### config.mk
export PLATFORM = sky130hd
export DESIGN_NAME = ratio_clken_gen
export DESIGN_NICKNAME = d
export VERILOG_FILES = /design/src/rtl/rcg_pkg.sv /design/src/rtl/rcg_ctrl.sv /design/src/rtl/rcg_counter.sv /design/src/rtl/rcg_clkout.sv /design/src/rtl/ratio_clken_gen.sv
export SDC_FILE = /design/constraint.sdc
export NUM_CORES = 1
export LEC_CHECK = 0
export ABC_AREA = 1
export BUFFER_PORTS_ARGS = -buffer_cell sky130_fd_sc_hd__buf_2
export CAP_MARGIN = 0
export CORE_MARGIN = 2
export CORE_UTILIZATION = 30
export DETAILED_ROUTE_END_ITERATION = 10
export HOLD_SLACK_MARGIN = 0.08
export PLACE_DENSITY = 0.56
export SYNTH_ARGS = -nofsm -noshare
export SYNTH_HDL_FRONTEND = slang
export SYNTH_SLANG_ARGS = --single-unit
### constraint.sdc
create_clock -name clk -period 1.7 [get_ports clk]
set_input_delay 0.51 -clock clk [delete_from_list [all_inputs] [get_ports clk]]
set_output_delay 0.51 -clock clk [all_outputs]
set_load 0.005 [all_outputs]
### src/rtl/rcg_pkg.sv
package rcg_pkg;

    // Control states of the ratio manager
    typedef enum logic [1:0] {
        ST_IDLE = 2'd0,   // held in reset
        ST_RUN  = 2'd1,   // ratio stable, no change pending
        ST_WAIT = 2'd2    // a new ratio is held until standby and a period boundary
    } rcg_state_t;

endpackage

### src/rtl/rcg_ctrl.sv
module rcg_ctrl
    import rcg_pkg::*;
#(
    parameter int RATIO_W   = 2,
    parameter int MAX_RATIO = 3
) (
    input  logic               clk,
    input  logic               rst_n,
    input  logic [RATIO_W-1:0] ratio_sel,
    input  logic               change_req,
    input  logic               standby,
    input  logic               at_zero,
    output logic               active,
    output logic               apply,
    output logic [RATIO_W-1:0] cur_ratio,
    output logic [RATIO_W-1:0] load_ratio
);

    localparam logic [RATIO_W-1:0] ONE_R = RATIO_W'(1);
    localparam logic [RATIO_W-1:0] MAX_R = RATIO_W'(MAX_RATIO);

    rcg_state_t         state_q, state_d;
    logic [RATIO_W-1:0] cur_q;
    logic [RATIO_W-1:0] pend_q;
    logic               sel_ok;

    // A request counts only when its select lies inside 1..MAX_RATIO
    assign sel_ok = change_req && (ratio_sel >= ONE_R) && (ratio_sel <= MAX_R);

    // State register
    always_ff @(posedge clk) begin
        if (!rst_n) begin
            state_q <= ST_IDLE;
        end else begin
            state_q <= state_d;
        end
    end

    // Next state and decoded outputs
    always_comb begin
        state_d    = state_q;
        active     = 1'b1;
        apply      = 1'b0;
        load_ratio = cur_q;
        unique case (state_q)
            ST_IDLE: begin
                active  = 1'b0;
                state_d = ST_RUN;                     // IDLE_TO_RUN
            end
            ST_RUN: begin
                if (sel_ok) state_d = ST_WAIT;        // RUN_TO_WAIT
            end
            ST_WAIT: begin
                if (standby && at_zero) begin
                    apply      = 1'b1;
                    load_ratio = pend_q;
                    state_d    = sel_ok ? ST_WAIT : ST_RUN;  // WAIT_TO_WAIT / WAIT_TO_RUN
                end
            end
            default: begin
                active  = 1'b0;
                state_d = ST_IDLE;
            end
        endcase
    end

    // Ratio registers
    always_ff @(posedge clk) begin
        if (!rst_n) begin
            cur_q  <= ONE_R;
            pend_q <= ONE_R;
        end else begin
            if (apply)  cur_q  <= pend_q;
            if (sel_ok) pend_q <= ratio_sel;
        end
    end

    assign cur_ratio = cur_q;

    // without standby the running ratio never moves
    p_hold_r7: assert property (@(posedge clk) disable iff (!rst_n)
        !standby |=> $stable(cur_ratio));

    // the ratio only changes after a period-ending cycle
    p_boundary_r8: assert property (@(posedge clk) disable iff (!rst_n)
        !$stable(cur_ratio) |-> $past(at_zero && standby));

    // the running ratio always stays in the legal range
    p_range_r9: assert property (@(posedge clk) disable iff (!rst_n)
        (cur_ratio >= ONE_R) && (cur_ratio <= MAX_R));

endmodule

### src/rtl/rcg_counter.sv
module rcg_counter #(
    parameter int RATIO_W = 2,
    parameter int CNT_W   = 2
) (
    input  logic               clk,
    input  logic               rst_n,
    input  logic               active,
    input  logic [RATIO_W-1:0] load_ratio,
    output logic               at_zero
);

    logic [CNT_W-1:0] cnt_q;

    assign at_zero = (cnt_q == '0);

    // Down-counter: reloads with ratio-1 when it reaches zero
    always_ff @(posedge clk) begin
        if (!rst_n) begin
            cnt_q <= '0;
        end else if (!active) begin
            cnt_q <= '0;
        end else if (at_zero) begin
            cnt_q <= CNT_W'(load_ratio - RATIO_W'(1));
        end else begin
            cnt_q <= cnt_q - CNT_W'(1);
        end
    end

endmodule

### src/rtl/rcg_clkout.sv
module rcg_clkout #(
    parameter int RATIO_W = 2,
    parameter int CNT_W   = 2
) (
    input  logic               clk,
    input  logic               rst_n,
    input  logic               active,
    input  logic               slow_en,
    input  logic [RATIO_W-1:0] load_ratio,
    output logic               slow_clk
);

    logic             clk_q;
    logic [CNT_W-1:0] hrem_q;

    // Number of high fast cycles in a slow period: max(1, floor(r/2))
    function automatic logic [RATIO_W-1:0] high_len(input logic [RATIO_W-1:0] r);
        logic [RATIO_W-1:0] h;
        h = r >> 1;
        return (h == '0) ? RATIO_W'(1) : h;
    endfunction

    always_ff @(posedge clk) begin
        if (!rst_n) begin
            clk_q  <= 1'b0;
            hrem_q <= '0;
        end else if (!active) begin
            clk_q  <= 1'b0;
            hrem_q <= '0;
        end else if (slow_en) begin
            clk_q  <= 1'b1;
            hrem_q <= CNT_W'(high_len(load_ratio) - RATIO_W'(1));
        end else if (hrem_q != '0) begin
            clk_q  <= 1'b1;
            hrem_q <= hrem_q - CNT_W'(1);
        end else begin
            clk_q  <= 1'b0;
        end
    end

    assign slow_clk = clk_q;

    // the divided clock is high the cycle after every enable
    p_lead_r3: assert property (@(posedge clk) disable iff (!rst_n)
        slow_en |=> slow_clk);

    // every rising edge is preceded by an enable cycle
    p_rise_r3: assert property (@(posedge clk) disable iff (!rst_n)
        $rose(slow_clk) |-> $past(slow_en));

endmodule

### src/rtl/ratio_clken_gen.sv
module ratio_clken_gen #(
    parameter int RATIO_W   = 2,
    parameter int MAX_RATIO = 3
) (
    input  logic               clk,
    input  logic               rst_n,
    input  logic [RATIO_W-1:0] ratio_sel,
    input  logic               change_req,
    input  logic               standby,
    output logic               slow_en,
    output logic               slow_clk
);

    localparam int CNT_W = $clog2(MAX_RATIO + 1);

    logic               active;
    logic               apply;
    logic               at_zero;
    logic [RATIO_W-1:0] cur_ratio;
    logic [RATIO_W-1:0] load_ratio;

    rcg_ctrl #(.RATIO_W(RATIO_W), .MAX_RATIO(MAX_RATIO)) u_ctrl (
        .clk        (clk),
        .rst_n      (rst_n),
        .ratio_sel  (ratio_sel),
        .change_req (change_req),
        .standby    (standby),
        .at_zero    (at_zero),
        .active     (active),
        .apply      (apply),
        .cur_ratio  (cur_ratio),
        .load_ratio (load_ratio)
    );

    rcg_counter #(.RATIO_W(RATIO_W), .CNT_W(CNT_W)) u_counter (
        .clk        (clk),
        .rst_n      (rst_n),
        .active     (active),
        .load_ratio (load_ratio),
        .at_zero    (at_zero)
    );

    assign slow_en = active && at_zero;

    rcg_clkout #(.RATIO_W(RATIO_W), .CNT_W(CNT_W)) u_clkout (
        .clk        (clk),
        .rst_n      (rst_n),
        .active     (active),
        .slow_en    (slow_en),
        .load_ratio (load_ratio),
        .slow_clk   (slow_clk)
    );

    // a steady ratio of one enables every cycle
    p_unity_r6: assert property (@(posedge clk) disable iff (!rst_n)
        (active && cur_ratio == RATIO_W'(1) && $stable(cur_ratio)) |-> slow_en);

    // nothing toggles while reset is held
    p_reset_r1: assert property (@(posedge clk)
        !rst_n |=> (!slow_clk && (!slow_en || rst_n)));

endmodule

==> flow_summary.ini <==
[floorplan]
initial_core_util_pct = 31.0
dieArea_um2 = 2100
coreArea_um2 = 1690
io_pins = 8
fp-row-count = 15
die_y_um = 45.8
die-width_um = 45.8

[power]
total_power_mw = 1.11
irDropWorstVdd_mv = 0.626
power.density_nw_per_um2 = 1700
leakage_nw = 0.317

[setup_path]
reg2reg_from = u_ctrl.state_q[1]
rr_worst_depth = 9
cp_max_fo = 5
cp.arrival_ps = 1150
crit_path_start_kind = register
required_ps = 1190
crit_path_end_kind = output port
critPathKind = register to output port
startpoint = u_ctrl.state_q[0]

[place]
placed_cells = 95
gp_congestion = 0.680
placed_cell_area_um2 = 581
placement.io_buffers = 7
hpwl_um = 752

[sta]
maxSlewViolCount = 0
hold_viol_final = 0
setup_viol = 0
min_period_ps = 1660
maxSlewHeadroom_pct = 85.7
skew_ps = 5.65
tightest_slew_ps = 213
timing.final.crit_share_pct = 97.5
whs_ps = 453
fmax_ghz = 0.604
fin_tns_setup_ps = 0

[global_routing]
track_usage_pct = 11.1
antenna_found_initial = 0
grt_pass1_vias = 410
grt_max_degree = 8
grt_pass1_wl_um = 1640
overflow = 0

[yosys]
synth-xor-area-share_pct = 0
synth-seq-cells = 11
synthCells = 71
synth_mux_area_share_pct = 0
seq_area_frac_synth_pct = 42.0
synth_warnings = 0
synth-simple-area-share_pct = 32.2
netlist_area_um2 = 524
synth_compound_area_share_pct = 8.35
synth_top_family_by_area = simple AND/OR/NAND/NOR gates
synth_nets = 81
synth_cell_types = 13
avgSynthCellArea_um2 = 7.38
synthAdderAreaFrac_pct = 9.55

[finish]
multiInputGateArea_um2 = 283
layout_commonest_cell = nand2_1
fillers = 172
area_growth_pct = 24.6
final_cell_mix = nand2_1 (17), dfxtp_1 (9), nand3_1 (8), inv_1 (8), buf_2 (6)
fin_nets = 95
design_area_um2 = 653
drive_gt1_share_pct = 26.2
stdcell_count = 101
seq_area_um2 = 223
antennaDiodeCount = 0

[routing]
detail-route-antenna-nets = 0
drt_pass1_iterations = 3
drc_errors = 0
drt_iter0_drc = 2
avgViaCountPerCell = 4.57
vias = 462
totalWireLength_um = 985
wire_per_inst_um = 9.75

[min_path]
hold_path_depth = 1
hold_path_class = register to register
min_from = u_clkout.hrem_q[0]

[job]
drv_cap = 0

[clocking]
cts_made_buffers = 3
clk_pin_slew_worst_paths_ps = 80
cts_tree = yes
ctsHoldBuffers = 0
cts_sinks = 11
clk_path_buf_depth = 2
insertion_delay_ps = 270
cts_root_buf = clkbuf_4
h-tree-depth = 1

[outcome]
outcome = finished clean
cells in the mapped netlist:
library cell,number,share of area [%]
nor4_1,1,1.2
a21oi_1,4,3.8
a31o_2,1,1.7
nand2_2,1,1.2
ha_1,4,9.5
inv_1,11,7.9
dfxtp_1,11,42
nor2_4,1,2.1
nand4_1,3,3.6
nand3_1,8,7.6
nor2_1,5,3.6
nand2_1,18,13
o21ai_0,3,2.9
repair_timing:
| action | in CTS | in global routing |
|---|---|---|
| pin swaps | 1 | 1 |
| buffers inserted | 2 | 0 |
| setup endpoints to repair | 1 | 1 |
| gates resized for setup | 6 | 4 |
per-stage QoR:
| step | util (%) | setup slack [ps] |
|---|---|---|
| after floorplan | - | 321 |
| after global placement | 34.4 | 180 |
| after detailed placement | 34.4 | 148 |
| after CTS | 37.9 | 17.1 |
| after global routing | 38.7 | -5.96 |
| final | 38.7 | 43.1 |
power by group:
group	total (mW)	internal, mW	leakage, nW	switching [mW]
Sequential	0.358	0.319	0.0904	0.0385
Combinational	0.570	0.264	0.212	0.305
Clock	0.182	0.0907	0.0150	0.0911
Total	1.11	0.674	0.317	0.435
worst paths after layout:
path | end | slack [ps]
worst max register to register | u_counter.cnt_q[1] | 370
worst max-delay path | slow_en | 40
worst min-delay path | u_clkout.hrem_q[0] | 450
worst min register to register | u_clkout.hrem_q[0] | 450
area by class of cell:
type                            instances  area share [%]
Multi-Input combinational cell         49            43.3
Tap cell                               17            3.26
Clock buffer                            4            4.02
Inverter                               11            6.70
Timing Repair Buffer                    9            8.62
Sequential cell                        11            34.1
routing by layer:
metal | vias up | routed length, um | global-route usage [%]
met3 | 0 | 28 | 3.57
met5 | - | 0 | 0
li1 | 255 | - | -
met1 | 201 | 510 | 13.3
met4 | 0 | 0 | 3.43
met2 | 6 | 447 | 18.6
kinds of logic (layout without fill, tap and decap cells):
group / after synthesis / in the layout
adders and majority gates: 4 / 4
AOI/OAI and AO/OA: 8 / 8
and+or+nand+nor: 37 / 37
DFF: 11 / 11
buffers and inverters: 11 / 24
critical path, stage by stage, from the launching register on:
cell and delay [ps]:
dfxtp_2 360, inv_4 50, ha_4 270, nand2_4 50, inv_2 60, buf_6 80
sequential cells by signal, summed over array words and instances (netlist names):
register	flops
u_ctrl.pend_q	2
u_clkout.hrem_q	2
u_ctrl.cur_ratio	2
u_clkout.slow_clk	1
u_ctrl.state_q	2
u_counter.cnt_q	2
(Power assumes the default switching activity.)
